<file path="src/rtl/div_pkg.sv">
package div_pkg;
  typedef enum logic [2:0] {
    ST_IDLE,
    ST_SUB,
    ST_FIX,
    ST_SHIFT,
    ST_FIN
  } div_state_e;

  typedef enum logic {
    ALU_SUB,
    ALU_ADD
  } alu_op_e;
endpackage

</file>
<file path="src/rtl/div_alu.sv">
module div_alu
  import div_pkg::*;
#(
  parameter int W = 16
) (
  input  alu_op_e      op,
  input  logic [W-1:0] a,
  input  logic [W-1:0] b,
  output logic [W:0]   y
);
  // One extra bit on top: for a subtraction it is the borrow (result negative).
  always_comb begin
    if (op == ALU_SUB) y = {1'b0, a} - {1'b0, b};
    else               y = {1'b0, a} + {1'b0, b};
  end
endmodule

</file>
<file path="src/rtl/div_ctrl.sv">
module div_ctrl
  import div_pkg::*;
#(
  parameter int N = 8
) (
  input  logic clk,
  input  logic rst_n,
  input  logic start,
  output logic load,
  output logic do_sub,
  output logic do_fix,
  output logic do_shift,
  output logic busy,
  output logic done
);
  localparam int ITERS = N + 1;
  localparam int CW    = $clog2(ITERS + 1);
  localparam logic [CW-1:0] LAST_ITER = CW'(ITERS - 1);

  div_state_e    state_q, state_d;
  logic [CW-1:0] iter_q, iter_d;

  always_comb begin
    state_d  = state_q;
    iter_d   = iter_q;
    load     = 1'b0;
    do_sub   = 1'b0;
    do_fix   = 1'b0;
    do_shift = 1'b0;
    unique case (state_q)
      ST_IDLE: begin
        if (start) begin
          load    = 1'b1;
          iter_d  = '0;
          state_d = ST_SUB;
        end
      end
      ST_SUB: begin
        do_sub  = 1'b1;
        state_d = ST_FIX;
      end
      ST_FIX: begin
        do_fix  = 1'b1;
        state_d = ST_SHIFT;
      end
      ST_SHIFT: begin
        do_shift = 1'b1;
        if (iter_q == LAST_ITER) begin
          state_d = ST_FIN;
        end else begin
          iter_d  = iter_q + 1'b1;
          state_d = ST_SUB;
        end
      end
      ST_FIN: begin
        state_d = ST_IDLE;
      end
      default: state_d = ST_IDLE;
    endcase
  end

  always_ff @(posedge clk or negedge rst_n) begin
    if (!rst_n) begin
      state_q <= ST_IDLE;
      iter_q  <= '0;
      done    <= 1'b0;
    end else begin
      state_q <= state_d;
      iter_q  <= iter_d;
      done    <= (state_q == ST_FIN);
    end
  end

  assign busy = (state_q != ST_IDLE);
endmodule

</file>
<file path="src/rtl/div_datapath.sv">
module div_datapath
  import div_pkg::*;
#(
  parameter int N = 8
) (
  input  logic         clk,
  input  logic         rst_n,
  input  logic         load,
  input  logic         do_sub,
  input  logic         do_fix,
  input  logic         do_shift,
  input  logic [N-1:0] dividend,
  input  logic [N-1:0] divisor,
  output logic [N-1:0] quotient,
  output logic [N-1:0] remainder
);
  localparam int W = 2 * N;

  logic [W-1:0] dvsr_q;
  logic [W-1:0] rem_q;
  logic         neg_q;
  logic [N-1:0] quo_q;
  alu_op_e      op;
  logic [W:0]   alu_y;

  assign op = do_fix ? ALU_ADD : ALU_SUB;

  div_alu #(.W(W)) u_alu (
    .op (op),
    .a  (rem_q),
    .b  (dvsr_q),
    .y  (alu_y)
  );

  // Divisor register: loaded into the upper half, moved right once per iteration.
  always_ff @(posedge clk or negedge rst_n) begin
    if (!rst_n)        dvsr_q <= '0;
    else if (load)     dvsr_q <= {divisor, {N{1'b0}}};
    else if (do_shift) dvsr_q <= dvsr_q >> 1;
  end

  // Remainder register and the borrow flag kept beside it.
  always_ff @(posedge clk or negedge rst_n) begin
    if (!rst_n) begin
      rem_q <= '0;
      neg_q <= 1'b0;
    end else if (load) begin
      rem_q <= {{N{1'b0}}, dividend};
      neg_q <= 1'b0;
    end else if (do_sub) begin
      rem_q <= alu_y[W-1:0];
      neg_q <= alu_y[W];
    end else if (do_fix && neg_q) begin
      rem_q <= alu_y[W-1:0];
    end
  end

  // Quotient register: shifts left with the outcome of the test.
  always_ff @(posedge clk or negedge rst_n) begin
    if (!rst_n)      quo_q <= '0;
    else if (load)   quo_q <= '0;
    else if (do_fix) quo_q <= {quo_q[N-2:0], ~neg_q};
  end

  assign quotient  = quo_q;
  assign remainder = rem_q[N-1:0];
endmodule

</file>
<file path="src/rtl/restoring_divider.sv">
module restoring_divider #(
  parameter int N = 8
) (
  input  logic         clk,
  input  logic         rst_n,
  input  logic         start,
  input  logic [N-1:0] dividend,
  input  logic [N-1:0] divisor,
  output logic [N-1:0] quotient,
  output logic [N-1:0] remainder,
  output logic         done,
  output logic         busy
);
  logic load, do_sub, do_fix, do_shift;

  div_ctrl #(.N(N)) u_ctrl (
    .clk      (clk),
    .rst_n    (rst_n),
    .start    (start),
    .load     (load),
    .do_sub   (do_sub),
    .do_fix   (do_fix),
    .do_shift (do_shift),
    .busy     (busy),
    .done     (done)
  );

  div_datapath #(.N(N)) u_dp (
    .clk       (clk),
    .rst_n     (rst_n),
    .load      (load),
    .do_sub    (do_sub),
    .do_fix    (do_fix),
    .do_shift  (do_shift),
    .dividend  (dividend),
    .divisor   (divisor),
    .quotient  (quotient),
    .remainder (remainder)
  );
endmodule

</file>
<file path="config.mk">
export PLATFORM = sky130hd
export DESIGN_NAME = restoring_divider
export DESIGN_NICKNAME = d
export VERILOG_FILES = /design/src/rtl/div_pkg.sv /design/src/rtl/div_alu.sv /design/src/rtl/div_ctrl.sv /design/src/rtl/div_datapath.sv /design/src/rtl/restoring_divider.sv
export SDC_FILE = /design/constraint.sdc
export NUM_CORES = 1
export LEC_CHECK = 0
export BUFFER_PORTS_ARGS = -buffer_cell sky130_fd_sc_hd__buf_2
export CAP_MARGIN = 20
export CORE_MARGIN = 2
export CORE_UTILIZATION = 60
export CTS_BUF_LIST = sky130_fd_sc_hd__clkbuf_8
export DETAILED_ROUTE_END_ITERATION = 8
export GPL_TIMING_DRIVEN = 0
export MAX_ROUTING_LAYER = met4
export PLACE_DENSITY_LB_ADDON = 0.3
export SLEW_MARGIN = 20
export SYNTH_ARGS = -nofsm -noshare
export SYNTH_HDL_FRONTEND = slang
export SYNTH_SLANG_ARGS = --single-unit
</file>
<file path="constraint.sdc">
create_clock -name clk -period 3.5 [get_ports clk]
set_input_delay 0.35 -clock clk [delete_from_list [all_inputs] [get_ports clk]]
set_output_delay 0.35 -clock clk [all_outputs]
set_load 0.005 [all_outputs]
</file>
==> reports/results.ini <==
[clock_tree]
cts_num_sinks=49
clock_latency_ns=0.31
cts_buffers=5
cts.path.max_buffers=2
h-tree-depth=2
path_clk_slew_ns=0.10
cts-root-buf=clkbuf_8
cts_tree=built
cts_hold_buffers=0

[yosys]
synth_cell_types=47
netlist.area_leader.share_pct=37.40
async_flop_share_pct=100.0
synth_area_sq_um=3278
postSynthCellCount=391
ys_seq_area_share_pct=37.40
avgSynthCellArea_sq_um=8.384
synth_top_flop_cell=dfrtp_1
synth_top_area_cell=dfrtp_1
yosys_warnings=0
synth_edf_count=0
synth_seq_cells=49
synth_nets=431
yosys-top-cells-area=dfrtp_1 (37%), nand2_1 (9.8%), ha_1 (7.6%)

[timing]
tightest_slew_ns=0.6364
setup_viol=1
finalCritPeriodShare_pct=100.8
rsz0062_at_grt=yes
worst_slack_ns=-0.02800
clock.fmax_ghz=0.2834
drv_slew=0
maxSlewHeadroom_pct=57.58
post-route-min-period_ns=3.528
skew_ns=0.005756
hold_viol=0

[route]
vias=3046
drc=0
drt_wl_total_mm=8.276
avgRoutedWirePerCell_microns=16.16
drt_iter0_drc=273
viasPerCell=5.949
ant_nets=0
firstDrtPassIters=4

[place]
port-buffer-count=36
dp_hpwl_mm=5.762
gp_congestion=0.8879

[global_route]
grt_overflow=0
grt_pass1_wl_mm=14.06
antenna_found_initial=0
grt_usage_pct=30.11
grt_pass1_vias=2906
grt_max_degree=50

[critical_path]
critPathMostFrequentCell=or4_4
rr_startpoint=u_dp.dvsr_q[5]$_DFFE_PN0P_
arrival_ns=3.72
path_class=reg2reg
crit_family=simple AND/OR/NAND/NOR gates
rr_endpoint=u_dp.rem_q[15]$_DFFE_PN0P_
cp.buffers_inverters=0
required_ns=3.69
rrSetupSlack_ns=-0.03
critPathMaxStageDelay_ns=0.54
critPathLaunchType=register
cp_cell_sequence=or4_4, nor4_4, nand2b_4, o41ai_4, nand2_2, xor2_2, ha_2, or4_4, o211ai_1, a21oi_1, a211oi_2, xor2_1, o21ai_1
crit_slowest_cell=or4_4
path_max_fanout=4
end_kind=register
critPathLaunch=u_dp.dvsr_q[5]$_DFFE_PN0P_
rr_worst_depth=13

[floorplan]
placementRows=26
die-height_microns=77.92
start_util_pct=62.98
die_w_microns=77.92
core_area_sq_um=5205
ios=37
die_area_sq_um=6071

[finish]
final_layout_size_suffix_gt1_share_pct=20.14
utilization_pct=72.74
syn_to_final_growth_pct=15.50
nNetsFinal=481
num_antenna_cells=0
fillers=414

[status]
violations=negative setup slack
outcome=finished, violations left

[worst_hold_path]
min_path_type=in2async

[job]
maxCapViolCount=0

[metrics by stage]
stage	setup slack [ns]	instance area (sq um)	std cells	hold slack, ns	setup TNS, ns
2_1_floorplan	0.2969	3278	391	0.05441	0
3_3_place_gp	-0.1525	3546	497	0.4667	-0.4532
3_5_place_dp	-0.2262	3546	497	0.4900	-0.6315
4_1_cts	0.01770	3729	512	0.2185	0
5_1_grt	-0.1632	3786	512	0.09916	-0.2247
6_report	-0.02800	3786	512	0.04163	-0.02800
[kinds of logic (layout without fill, tap and decap cells)]
| logic type | count (synthesis) | after routing | synth area share [%] |
|---|---|---|---|
| flip-flops | 49 | 49 | 37.40 |
| adder cells (fa/ha/maj) | 21 | 21 | 8.244 |
| XOR/XNOR | 30 | 30 | 8.015 |
| AO/OA/AOI/OAI | 98 | 98 | 19.08 |
| buffers and inverters | 34 | 85 | 4.924 |
| AND/OR/NAND/NOR | 159 | 159 | 22.33 |
[layout make-up]
class | instances | area (sq um) | share of cell area [%]
clock inverter | 3 | 25.02 | 0.6609
timing repair buffer | 46 | 257.7 | 6.808
clock buffer | 5 | 68.82 | 1.818
buffer | 25 | 132.6 | 3.503
sequential | 49 | 1229 | 32.45
inverter | 6 | 22.52 | 0.5948
tap | 70 | 87.58 | 2.313
multi-input combinational | 308 | 1963 | 51.85
[layer usage]
layer / up-vias / routed length, microns / GRT usage [%]
met1: 1465 / 3503 / 39.79
met4: 0 / 140 / 10.00
met5: - / 0 / -
met2: 117 / 3992 / 47.24
met3: 12 / 640 / 5.465
li1: 1452 / - / -
[cells in the mapped netlist, types with 2 or more instances]
| cell | count |
|---|---|
| nor4_1 | 2 |
| a2111oi_0 | 2 |
| clkbuf_1 | 17 |
| o41ai_1 | 2 |
| nor2_1 | 32 |
| nand3b_1 | 2 |
| inv_1 | 6 |
| o21a_1 | 2 |
| nand3_1 | 11 |
| buf_4 | 8 |
| buf_2 | 3 |
| a31oi_1 | 13 |
| xor2_1 | 19 |
| a31o_2 | 2 |
| a211oi_1 | 3 |
| a21o_1 | 8 |
| dfrtp_1 | 49 |
| xnor2_1 | 11 |
| or4_1 | 3 |
| a22o_1 | 2 |
| o31ai_1 | 4 |
| nand2_1 | 86 |
| o21ai_0 | 14 |
| or3_1 | 2 |
| a41oi_1 | 2 |
| nand4_1 | 3 |
| and2_1 | 3 |
| o21ai_1 | 2 |
| and3_1 | 2 |
| nor3_1 | 5 |
| ha_1 | 20 |
| a21oi_1 | 36 |
[worst max-delay path by stage]
| stage | depth (start not counted) | to | slack [ns] |
|---|---|---|---|
| floorplan | 13 | u_dp.rem_q[15]$_DFFE_PN0P_ | 0.30 |
| global placement | 14 | u_dp.rem_q[12]$_DFFE_PN0P_ | -0.15 |
| detailed placement | 14 | u_dp.rem_q[12]$_DFFE_PN0P_ | -0.23 |
| CTS | 13 | u_dp.rem_q[15]$_DFFE_PN0P_ | 0.02 |
| global route | 13 | u_dp.rem_q[15]$_DFFE_PN0P_ | -0.16 |
| finish | 13 | u_dp.rem_q[15]$_DFFE_PN0P_ | -0.03 |
[state kept, by name, summed over array words and instances (netlist names)]
signal          count
u_dp.rem_q         16
u_ctrl.iter_q       4
u_ctrl.done         1
u_dp.neg_q          1
u_dp.quotient       8
u_ctrl.state_q      3
u_dp.dvsr_q        16
[layout by cell type (no fill, tap or decap), types with 5 or more instances in the layout]
master / instances
nand3_1: 11
nor3_1: 5
inv_1: 6
xor2_1: 18
a31oi_1: 12
nand2_1: 84
ha_1: 19
nor2_1: 32
clkbuf_1: 12
xnor2_1: 11
a21oi_1: 36
a21o_1: 8
buf_4: 19
buf_2: 39
dfrtp_1: 47
clkbuf_8: 5
o21ai_0: 13
[what timing repair did]
| action | in CTS | in global routing |
|---|---|---|
| hold endpoints to repair | 0 | 0 |
| gates resized for setup | 12 | 11 |
| pin swaps | 1 | 0 |
| buffers inserted | 7 | 3 |
| setup endpoints to repair | 5 | 6 |
Power is left out: the tool's default activity adds up to more than one toggle a clock period on the data nets, which glitch-free logic cannot reach.
